## config.mk

```make
export PLATFORM = sky130hd
export DESIGN_NAME = mdm_clk_capture
export DESIGN_NICKNAME = d
export VERILOG_FILES = /design/src/rtl/mdm_pkg.sv /design/src/rtl/mdm_ratio_guard.sv /design/src/rtl/mdm_clk_gen.sv /design/src/rtl/mdm_bit_sampler.sv /design/src/rtl/mdm_clip_detect.sv /design/src/rtl/mdm_clk_capture.sv
export SDC_FILE = /design/constraint.sdc
export NUM_CORES = 1
export LEC_CHECK = 0
export BUFFER_PORTS_ARGS = -buffer_cell sky130_fd_sc_hd__buf_2
export CAP_MARGIN = 30
export CORE_MARGIN = 1.5
export CORE_UTILIZATION = 45
export DETAILED_ROUTE_END_ITERATION = 10
export GPL_ROUTABILITY_DRIVEN = 1
export SETUP_SLACK_MARGIN = 0.15
export SLEW_MARGIN = 10
export SYNTH_ARGS = -nofsm -noshare
export SYNTH_HDL_FRONTEND = slang
export SYNTH_SLANG_ARGS = --single-unit
```

## constraint.sdc

```tcl
create_clock -name clk -period 37.3 [get_ports clk]
set_input_delay 9.325 -clock clk [delete_from_list [all_inputs] [get_ports clk]]
set_output_delay 9.325 -clock clk [all_outputs]
set_load 0.01 [all_outputs]
```

## src/rtl/mdm_pkg.sv

```systemverilog
package mdm_pkg;

  // Captured sample passed from the sampler to the run detector
  typedef struct packed {
    logic vld;
    logic dat;
  } cap_t;

  // Checks a divide ratio against the period, phase and duty windows.
  // The high phase is the rounded-up half, the low phase the rounded-down half.
  function automatic logic ratio_ok(
    input int unsigned n,
    input int unsigned sys_ps,
    input int unsigned per_min,
    input int unsigned per_max,
    input int unsigned ph_min,
    input int unsigned ph_max,
    input int unsigned fast_per,
    input int unsigned duty_wide,
    input int unsigned duty_narrow
  );
    int unsigned per, hi, lo, dmin;
    per  = n * sys_ps;
    hi   = ((n + 1) / 2) * sys_ps;
    lo   = (n / 2) * sys_ps;
    dmin = (per <= fast_per) ? duty_narrow : duty_wide;
    return (per >= per_min) && (per <= per_max) &&
           (hi >= ph_min) && (hi <= ph_max) &&
           (lo >= ph_min) && (lo <= ph_max) &&
           (hi * 100 <= (100 - dmin) * per) &&
           (lo * 100 >= dmin * per);
  endfunction

endpackage

```

## src/rtl/mdm_ratio_guard.sv

```systemverilog
module mdm_ratio_guard #(
  parameter int DIV_W       = 8,
  parameter int SYS_PS      = 10000,
  parameter int PER_MIN_PS  = 45500,
  parameter int PER_MAX_PS  = 200000,
  parameter int PH_MIN_PS   = 20000,
  parameter int PH_MAX_PS   = 120000,
  parameter int FAST_PER_PS = 50000,
  parameter int DUTY_WIDE   = 40,
  parameter int DUTY_NARROW = 45,
  parameter int RESET_RATIO = 6
) (
  input  logic             clk,
  input  logic             rst,
  input  logic             load,
  input  logic [DIV_W-1:0] ratio_in,
  output logic [DIV_W-1:0] ratio_q,
  output logic             err_q
);
  import mdm_pkg::*;

  logic legal;

  always_comb begin
    legal = ratio_ok(int'(ratio_in), SYS_PS, PER_MIN_PS, PER_MAX_PS,
                     PH_MIN_PS, PH_MAX_PS, FAST_PER_PS, DUTY_WIDE, DUTY_NARROW);
  end

  always_ff @(posedge clk) begin
    if (rst) begin
      ratio_q <= DIV_W'(RESET_RATIO);
      err_q   <= 1'b0;
    end else if (load) begin
      if (legal) begin
        ratio_q <= ratio_in;
        err_q   <= 1'b0;
      end else begin
        err_q   <= 1'b1;
      end
    end
  end

  // a rejected request leaves the held ratio alone and flags the error
  p_reject_keeps_r5: assert property (@(posedge clk) disable iff (rst)
    (load && !legal) |=> ($stable(ratio_q) && err_q));

  // the held ratio always meets the period, phase and duty windows
  p_ratio_legal_r3: assert property (@(posedge clk) disable iff (rst)
    ratio_ok(int'(ratio_q), SYS_PS, PER_MIN_PS, PER_MAX_PS, PH_MIN_PS,
             PH_MAX_PS, FAST_PER_PS, DUTY_WIDE, DUTY_NARROW));

endmodule

```

## src/rtl/mdm_clk_gen.sv

```systemverilog
module mdm_clk_gen #(
  parameter int DIV_W       = 8,
  parameter int RESET_RATIO = 6
) (
  input  logic             clk,
  input  logic             rst,
  input  logic [DIV_W-1:0] ratio_in,
  output logic             mclk_q,
  output logic             rise_now
);
  logic [DIV_W-1:0] cnt;
  logic [DIV_W-1:0] cur;
  logic [DIV_W-1:0] hi_len;

  assign hi_len   = cur - (cur >> 1);
  assign rise_now = (cnt == cur - 1'b1);

  always_ff @(posedge clk) begin
    if (rst) begin
      cnt    <= '0;
      cur    <= DIV_W'(RESET_RATIO);
      mclk_q <= 1'b0;
    end else if (rise_now) begin
      cnt    <= '0;
      cur    <= ratio_in;
      mclk_q <= 1'b1;
    end else begin
      cnt <= cnt + 1'b1;
      if (cnt == hi_len - 1'b1) mclk_q <= 1'b0;
    end
  end

  // the phase counter never runs past the active period
  p_cnt_range_r2: assert property (@(posedge clk) disable iff (rst)
    cnt < cur);

  // the active ratio changes only at a period boundary
  p_switch_on_edge_r6: assert property (@(posedge clk) disable iff (rst)
    !rise_now |=> $stable(cur));

endmodule

```

## src/rtl/mdm_bit_sampler.sv

```systemverilog
module mdm_bit_sampler (
  input  logic            clk,
  input  logic            rst,
  input  logic            take,
  input  logic            mdat,
  output mdm_pkg::cap_t   cap_q
);
  always_ff @(posedge clk) begin
    if (rst) begin
      cap_q <= '0;
    end else begin
      cap_q.vld <= take;
      if (take) cap_q.dat <= mdat;
    end
  end

  // the captured bit is held between strobes
  p_hold_r7: assert property (@(posedge clk) disable iff (rst)
    !take |=> $stable(cap_q.dat));

endmodule

```

## src/rtl/mdm_clip_detect.sv

```systemverilog
module mdm_clip_detect #(
  parameter int RUN_W = 8
) (
  input  logic             clk,
  input  logic             rst,
  input  mdm_pkg::cap_t    cap,
  input  logic [RUN_W-1:0] thr,
  output logic             clip_q,
  output logic             level_q
);
  localparam logic [RUN_W-1:0] RUN_MAX = '1;

  logic [RUN_W-1:0] run;
  logic [RUN_W-1:0] run_nx;
  logic             have;
  logic             same;

  assign same = have && (cap.dat == level_q);

  always_comb begin
    if (!same)               run_nx = RUN_W'(1);
    else if (run == RUN_MAX) run_nx = run;
    else                     run_nx = run + 1'b1;
  end

  always_ff @(posedge clk) begin
    if (rst) begin
      run     <= '0;
      have    <= 1'b0;
      clip_q  <= 1'b0;
      level_q <= 1'b0;
    end else if (cap.vld) begin
      run     <= run_nx;
      have    <= 1'b1;
      level_q <= cap.dat;
      clip_q  <= (run_nx >= thr);
    end
  end

  // a differing bit ends the run and drops the flag
  p_clip_clear_r9: assert property (@(posedge clk) disable iff (rst)
    (cap.vld && have && (cap.dat != level_q) && (thr > RUN_W'(1))) |=> !clip_q);

  // a saturated run stays saturated while the bit repeats
  p_run_sat_r10: assert property (@(posedge clk) disable iff (rst)
    (cap.vld && same && (run == RUN_MAX)) |=> (run == RUN_MAX));

endmodule

```

## src/rtl/mdm_clk_capture.sv

```systemverilog
module mdm_clk_capture #(
  parameter int DIV_W       = 8,
  parameter int RUN_W       = 8,
  parameter int SYS_PS      = 10000,
  parameter int PER_MIN_PS  = 45500,
  parameter int PER_MAX_PS  = 200000,
  parameter int PH_MIN_PS   = 20000,
  parameter int PH_MAX_PS   = 120000,
  parameter int FAST_PER_PS = 50000,
  parameter int DUTY_WIDE   = 40,
  parameter int DUTY_NARROW = 45,
  parameter int RESET_RATIO = 6
) (
  input  logic             clk,
  input  logic             rst,
  input  logic             cfg_load_i,
  input  logic [DIV_W-1:0] cfg_ratio_i,
  input  logic [RUN_W-1:0] clip_thr_i,
  input  logic             mdat_i,
  output logic             mclk_o,
  output logic             bit_o,
  output logic             bit_vld_o,
  output logic             clip_o,
  output logic             clip_level_o,
  output logic             ratio_err_o
);
  import mdm_pkg::*;

  logic [DIV_W-1:0] held_ratio;
  logic             rise_now;
  cap_t             cap;

  mdm_ratio_guard #(
    .DIV_W(DIV_W), .SYS_PS(SYS_PS), .PER_MIN_PS(PER_MIN_PS),
    .PER_MAX_PS(PER_MAX_PS), .PH_MIN_PS(PH_MIN_PS), .PH_MAX_PS(PH_MAX_PS),
    .FAST_PER_PS(FAST_PER_PS), .DUTY_WIDE(DUTY_WIDE),
    .DUTY_NARROW(DUTY_NARROW), .RESET_RATIO(RESET_RATIO)
  ) u_guard (
    .clk(clk), .rst(rst), .load(cfg_load_i), .ratio_in(cfg_ratio_i),
    .ratio_q(held_ratio), .err_q(ratio_err_o)
  );

  mdm_clk_gen #(.DIV_W(DIV_W), .RESET_RATIO(RESET_RATIO)) u_gen (
    .clk(clk), .rst(rst), .ratio_in(held_ratio),
    .mclk_q(mclk_o), .rise_now(rise_now)
  );

  mdm_bit_sampler u_smp (
    .clk(clk), .rst(rst), .take(rise_now), .mdat(mdat_i), .cap_q(cap)
  );

  mdm_clip_detect #(.RUN_W(RUN_W)) u_clip (
    .clk(clk), .rst(rst), .cap(cap), .thr(clip_thr_i),
    .clip_q(clip_o), .level_q(clip_level_o)
  );

  assign bit_o     = cap.dat;
  assign bit_vld_o = cap.vld;

  // the cycle after reset shows every output in its idle state
  p_reset_idle_r1: assert property (@(posedge clk) disable iff (rst)
    $past(rst) |-> (!mclk_o && !bit_vld_o && !clip_o && !ratio_err_o));

  // a strobe only accompanies a rising modulator clock
  p_strobe_on_rise_r7: assert property (@(posedge clk) disable iff (rst)
    bit_vld_o |-> $rose(mclk_o));

  // the strobe lasts one system cycle
  p_strobe_single_r7: assert property (@(posedge clk) disable iff (rst)
    bit_vld_o |=> !bit_vld_o);

endmodule

```

Word level (Yosys, flattened, before mapping)
Cells that the tools add are included.

word-level totals
  logic and storage cells = 56
  flip-flop bits (word level) = 39
  output and inout bits = 6

operators by class
  order comparisons = 10
  eq/ne operators = 4
  multiplexer cells = 6
  multiply operators = 7
  reductions and logical operators = 11
  add/subtract/negate cells = 7

operators by type and width
  cell                                                   count
  >= comparator 32 x 15 -> 1 bit, second input constant  2
  <= comparator 32 x 17 -> 1 bit, second input constant  2
  multiplier 32 x 18 -> 28 bit                           2
  multiplier 28 x 5 -> 26 bit, second input constant     2
  >= comparator 32 bit                                   1
  <= comparator 32 bit                                   1
  subtractor 7 x 32 -> 32 bit, first input constant      1
  multiplier 31 x 10 -> 28 bit, second input constant    1
  >= comparator 22 x 16 -> 1 bit, second input constant  1
  <= comparator 22 x 16 -> 1 bit, second input constant  1
  <= comparator 22 x 18 -> 1 bit, second input constant  1
  multiplier 8 x 10 -> 18 bit, second input constant     1
  multiplier 7 x 10 -> 17 bit, second input constant     1
  adder 8 x 1 -> 8 bit, second input constant            2
  == test 8 bit                                          2
  two-way mux 8 bit                                      2
  subtractor 8 x 1 -> 8 bit, second input constant       2
  adder 8 x 1 -> 9 bit, second input constant            1
  == test 8 bit, second input constant                   1
  >= comparator 8 bit                                    1
  logical AND 1 bit                                      8
  subtractor 8 x 7 -> 8 bit                              1
  two-way mux 1 bit                                      3
  two-way mux 3 bit                                      1
  4 further kinds                                        4

Logic depth before layout (Yosys ltp)
  word-level depth = 10
  depth in mapped cells = 52

Modules after synthesis
From an unflattened synthesis, not the netlist that was laid out.

unflattened totals
  cell total of the unflattened synthesis = 1886
  area total of the unflattened synthesis = 16776.1 sq um

by module, submodules not included
  module           times used  area an instance (sq um)  sequential area each (sq um)  cells each
  mdm_ratio_guard  1           14445.1                   180.2                         1619
  mdm_clk_gen      1           1405.1                    340.3                         152
  mdm_clip_detect  1           865.8                     220.2                         110
  mdm_bit_sampler  1           60.1                      40.0                          5

Worst setup path before layout
Ideal clock, no wire load.

  kind = input-to-reg
  start = input cfg_ratio_i[3]
  end = register u_guard.err_q
  setup slack = 16587 ps
  required time = 37183 ps
  stages = 49
  library setup time = 117 ps
  arrival time = 20596 ps
  path through = inv_1 > ha_1 > ha_1 > fa_1 > inv_1 > fa_1 > fa_1 > and2b_1 > o2111ai_2 > and4b_1 > nor2_1 > a21oi_1 > o21bai_1 > xor2_1 > inv_1 > ha_1 > nand4_2 > or2_2 > (+13 left out) > a21o_1 > a21oi_1 > nor2_1 > a21oi_1 > a31oi_1 > a21oi_1 > nand2b_1 > a21oi_1 > xor2_1 > ha_1 > nand4_1 > nor4_1 > and4_1 > o31ai_1 > and4b_1 > buf_4 > or4_4 > o211a_1

between the ends
  word-level cells in the longest chain between the ends = 10
  elaborated cells between the ends (all ways) = 27
  those cells by class = add/sub: 2; mul: 7; order compare: 9; mux: 2; reduce/logical: 7

ends and longest elaborated chain
  element                                                              RTL line               RTL
  start, declared                                                      mdm_clk_capture.sv:17  input logic [DIV_W-1:0] cfg_ratio_i,
  branches (longest 8 deep; another with subtractor 7 x 32 -> 32 bit)  n/a
  logical AND 1 bit (*)                                                mdm_pkg.sv:30          (hi * 100 <= (100 - dmin) * per) &&
  two-way mux 1 bit (*)                                                mdm_ratio_guard.sv:34  if (legal) begin
  end signal, assigned                                                 mdm_ratio_guard.sv:32  err_q <= 1'b0;
  end signal, assigned                                                 mdm_ratio_guard.sv:36  err_q <= 1'b0;
  end signal, assigned                                                 mdm_ratio_guard.sv:38  err_q <= 1'b1;
  end, declared                                                        mdm_ratio_guard.sv:18  output logic err_q

Every way passes the cells marked *.
A chain may end at the register's enable or synchronous reset.

Worst setup path in the final report
  start = input cfg_ratio_i[3]
  end = register u_guard.ratio_q[2]

between the ends
  word-level cells in the longest chain between the ends = 10
  elaborated cells between the ends (all ways) = 27
  those cells by class = add/sub: 2; mul: 7; order compare: 9; mux: 1; reduce/logical: 8

ends and longest elaborated chain
  element                                                              RTL line               RTL
  branches (longest 8 deep; another with subtractor 7 x 32 -> 32 bit)  n/a
  logical AND 1 bit (*)                                                mdm_pkg.sv:30
  AND reduction 2 bit (no source line) (*)                             n/a
  end signal, assigned                                                 mdm_ratio_guard.sv:31  ratio_q <= DIV_W'(RESET_RATIO);
  end signal, assigned                                                 mdm_ratio_guard.sv:35  ratio_q <= ratio_in;
  end, declared                                                        mdm_ratio_guard.sv:17  output logic [DIV_W-1:0] ratio_q,

Marks and branches as above.

==> metrics.txt <==
Residual DRC 0; first-pass GRT wire length around 65 mm; Clock Latency Late Sink approximately 0.28 ns; GPL Wtd Cong roughly 0.9; I/O pin cnt 26; final cell count without fillers between 2000 and 2500; nets 2584; Crit Path Category in2reg; maximum clock path buffer count 2; Detail Route Antenna Nets 0; Hold WC Path Type reg2reg; FP Rows 70; Core Box Area approximately 37000 um2; CP Launch Type input pin; Slew @ Worst Pin approximately 0.92 ns; Initial Util 0.456; TritonCTS clock tree built; Synth area leader ha_1; most frequent cells in the layout ha_1, inv_1, fa_1; GRT Total Usage 0.208; Max Cap Viol 0; crit path max fanout 19; number of buffers created by CTS 5; Final period util 0.592; initial antenna violation count 0; cts repair resizes 0; Primary FF master, synth dfxtp_1; Setup Buffers After CTS 0; DRT iter0 DRCs 674; Die Y just under 200 um; Vias between 10000 and 15000; Yosys reg bits 39; layout cells sized above 1 0.0432; total gr overflow 0; Unique masters post-synth slightly above 80; syn_area_per_cell between 8 and 9 um2; Ys Warns 0; drt total wl 38.1 mm; fin worst setup slack roughly 15 ns; Hold Worst Slack approximately 0.47 ns; count of hold-fix buffers inserted at cts 0; Tmin final between 20 and 25 ns; cells after synthesis roughly 1900; Antenna Cells 0; fmax roughly 0.045 GHz; layout overhead on the synthesized area 5.29%; Arr. time, crit path 22.29 ns; crit path capture type flip-flop; clock root cell clkbuf_16; top cell type's share of synthesized area 0.373; leading cell type in the layout, fill and taps excluded ha_1; Slew Viols, Final 0; H-tree depth 2; I/O Buffers 25; largest net degree at the start of global routing 28; Seq/Total Area, Yosys 0.0467; CTS sink count 39; setup tns final 0 ns; die area 38300 um2; asr flop ratio synth 0; drt first pass iters 7; area of the multi-input gates around 15000 um2; fillcell total 3524; clock slew at reported path FFs roughly 0.060 ns; Setup WS pre-CTS about 15 ns; post-DR vias/cell 5.38; RSZ-0062 raised after global routing no; drt wl/cell about 16 um; clock skew roughly 0.005 ns; Post-Syn Area between 15000 and 20000 um2; status complete, no violations; FF/Latch Area around 780 um2; Slew HR 0.384; Die W ~200 um; Post-synth EDFFs 0; HPWL after DPL 33.7 mm; CP max stage cell nor4_1; slowest stage delay, CP ~0.64 ns; Critical Path RT 37.50 ns; final hold violations 0; number of global-route vias before repair around 13000; final setup violation count 0; dpl cells ~2400; Synth area leaders ha_1, fa_1, inv_1
==> final cells by class <==
type	count	area share
Clock buffer	6	0.00790
Multi-Input combinational cell	1502	0.830
Tap cell	468	0.0333
Timing Repair Buffer	34	0.0110
Inverter	338	0.0721
Clock inverter	2	0.000925
Sequential cell	39	0.0444
==> flip-flops by register name, summed over array words and instances, names as in the netlist, 2 cells and up <==
signal,flops
u_clip.run,8
u_gen.cur,8
u_guard.ratio_q,8
u_gen.cnt,8
u_smp.cap_q,2
==> logic make-up after synthesis <==
family                     Yosys count  share of synthesized area
AOI/OAI and AO/OA                  323                      0.132
adders and majority gates          644                      0.548
buffers and inverters              356                     0.0824
xor gates and xnor gates           132                     0.0701
other                                1                   0.000224
DFF                                 39                     0.0467
and+or+nand+nor                    372                      0.111
muxes                               15                    0.00899
==> final timing paths <==
kind | to | slack (ns) | cells after the start | start
min | u_gen.mclk_q$_SDFFE_PP0P_ | 0.47 | 2 | u_gen.mclk_q$_SDFFE_PP0P_
min reg2reg | u_gen.mclk_q$_SDFFE_PP0P_ | 0.47 | 2 | u_gen.mclk_q$_SDFFE_PP0P_
max reg2reg | u_clip.clip_q$_SDFFE_PP0P_ | 34.00 | 15 | u_clip.run[3]$_SDFFE_PP0P_
max | u_guard.ratio_q[2]$_SDFFE_PP1P_ | 15.21 | 47 | cfg_ratio_i[3]
==> worst max-delay path, delay by kind of cell <==
family / cells / cell delay, ns
buf+inv: 7 / 1.11
fa+ha+maj: 14 / 5.88
simple gates: 13 / 3.46
compound gates: 11 / 1.85
xor+xnor: 2 / 0.61
==> per-layer routing <==
metal,GRT usage,share of wire,up-vias
li1,-,-,6484
met1,0.289,0.49,6131
met2,0.356,0.46,196
met3,0.0153,0.031,41
met4,0.0399,0.018,0
met5,0,0,-
==> per-stage QoR <==
stage,util,area (um2)
6_report,0.480,17600
5_1_grt,0.480,17600
4_1_cts,0.480,17600
2_1_floorplan,-,16800
3_5_place_dp,0.475,17400
3_3_place_gp,0.475,17400
==> cells in the mapped netlist, types with 7 or more instances <==
master	number
o31ai_1	15
nor2_1	113
clkbuf_1	11
a21boi_0	7
a21o_1	42
o21a_1	12
or3_1	9
nand3_1	33
fa_1	146
ha_1	498
nand2_1	75
inv_1	338
dfxtp_1	39
a211oi_1	15
o21ai_0	53
xor2_1	49
xnor2_1	81
or2_2	9
a21oi_1	91
and3_1	23
nor2b_1	9
nor3_1	29
o21bai_1	14
nand4_1	23
mux2i_1	15
nand2b_1	11
Power is not shown: default switching activity piles up to over one toggle a cycle in this logic, so the estimate is an artifact.
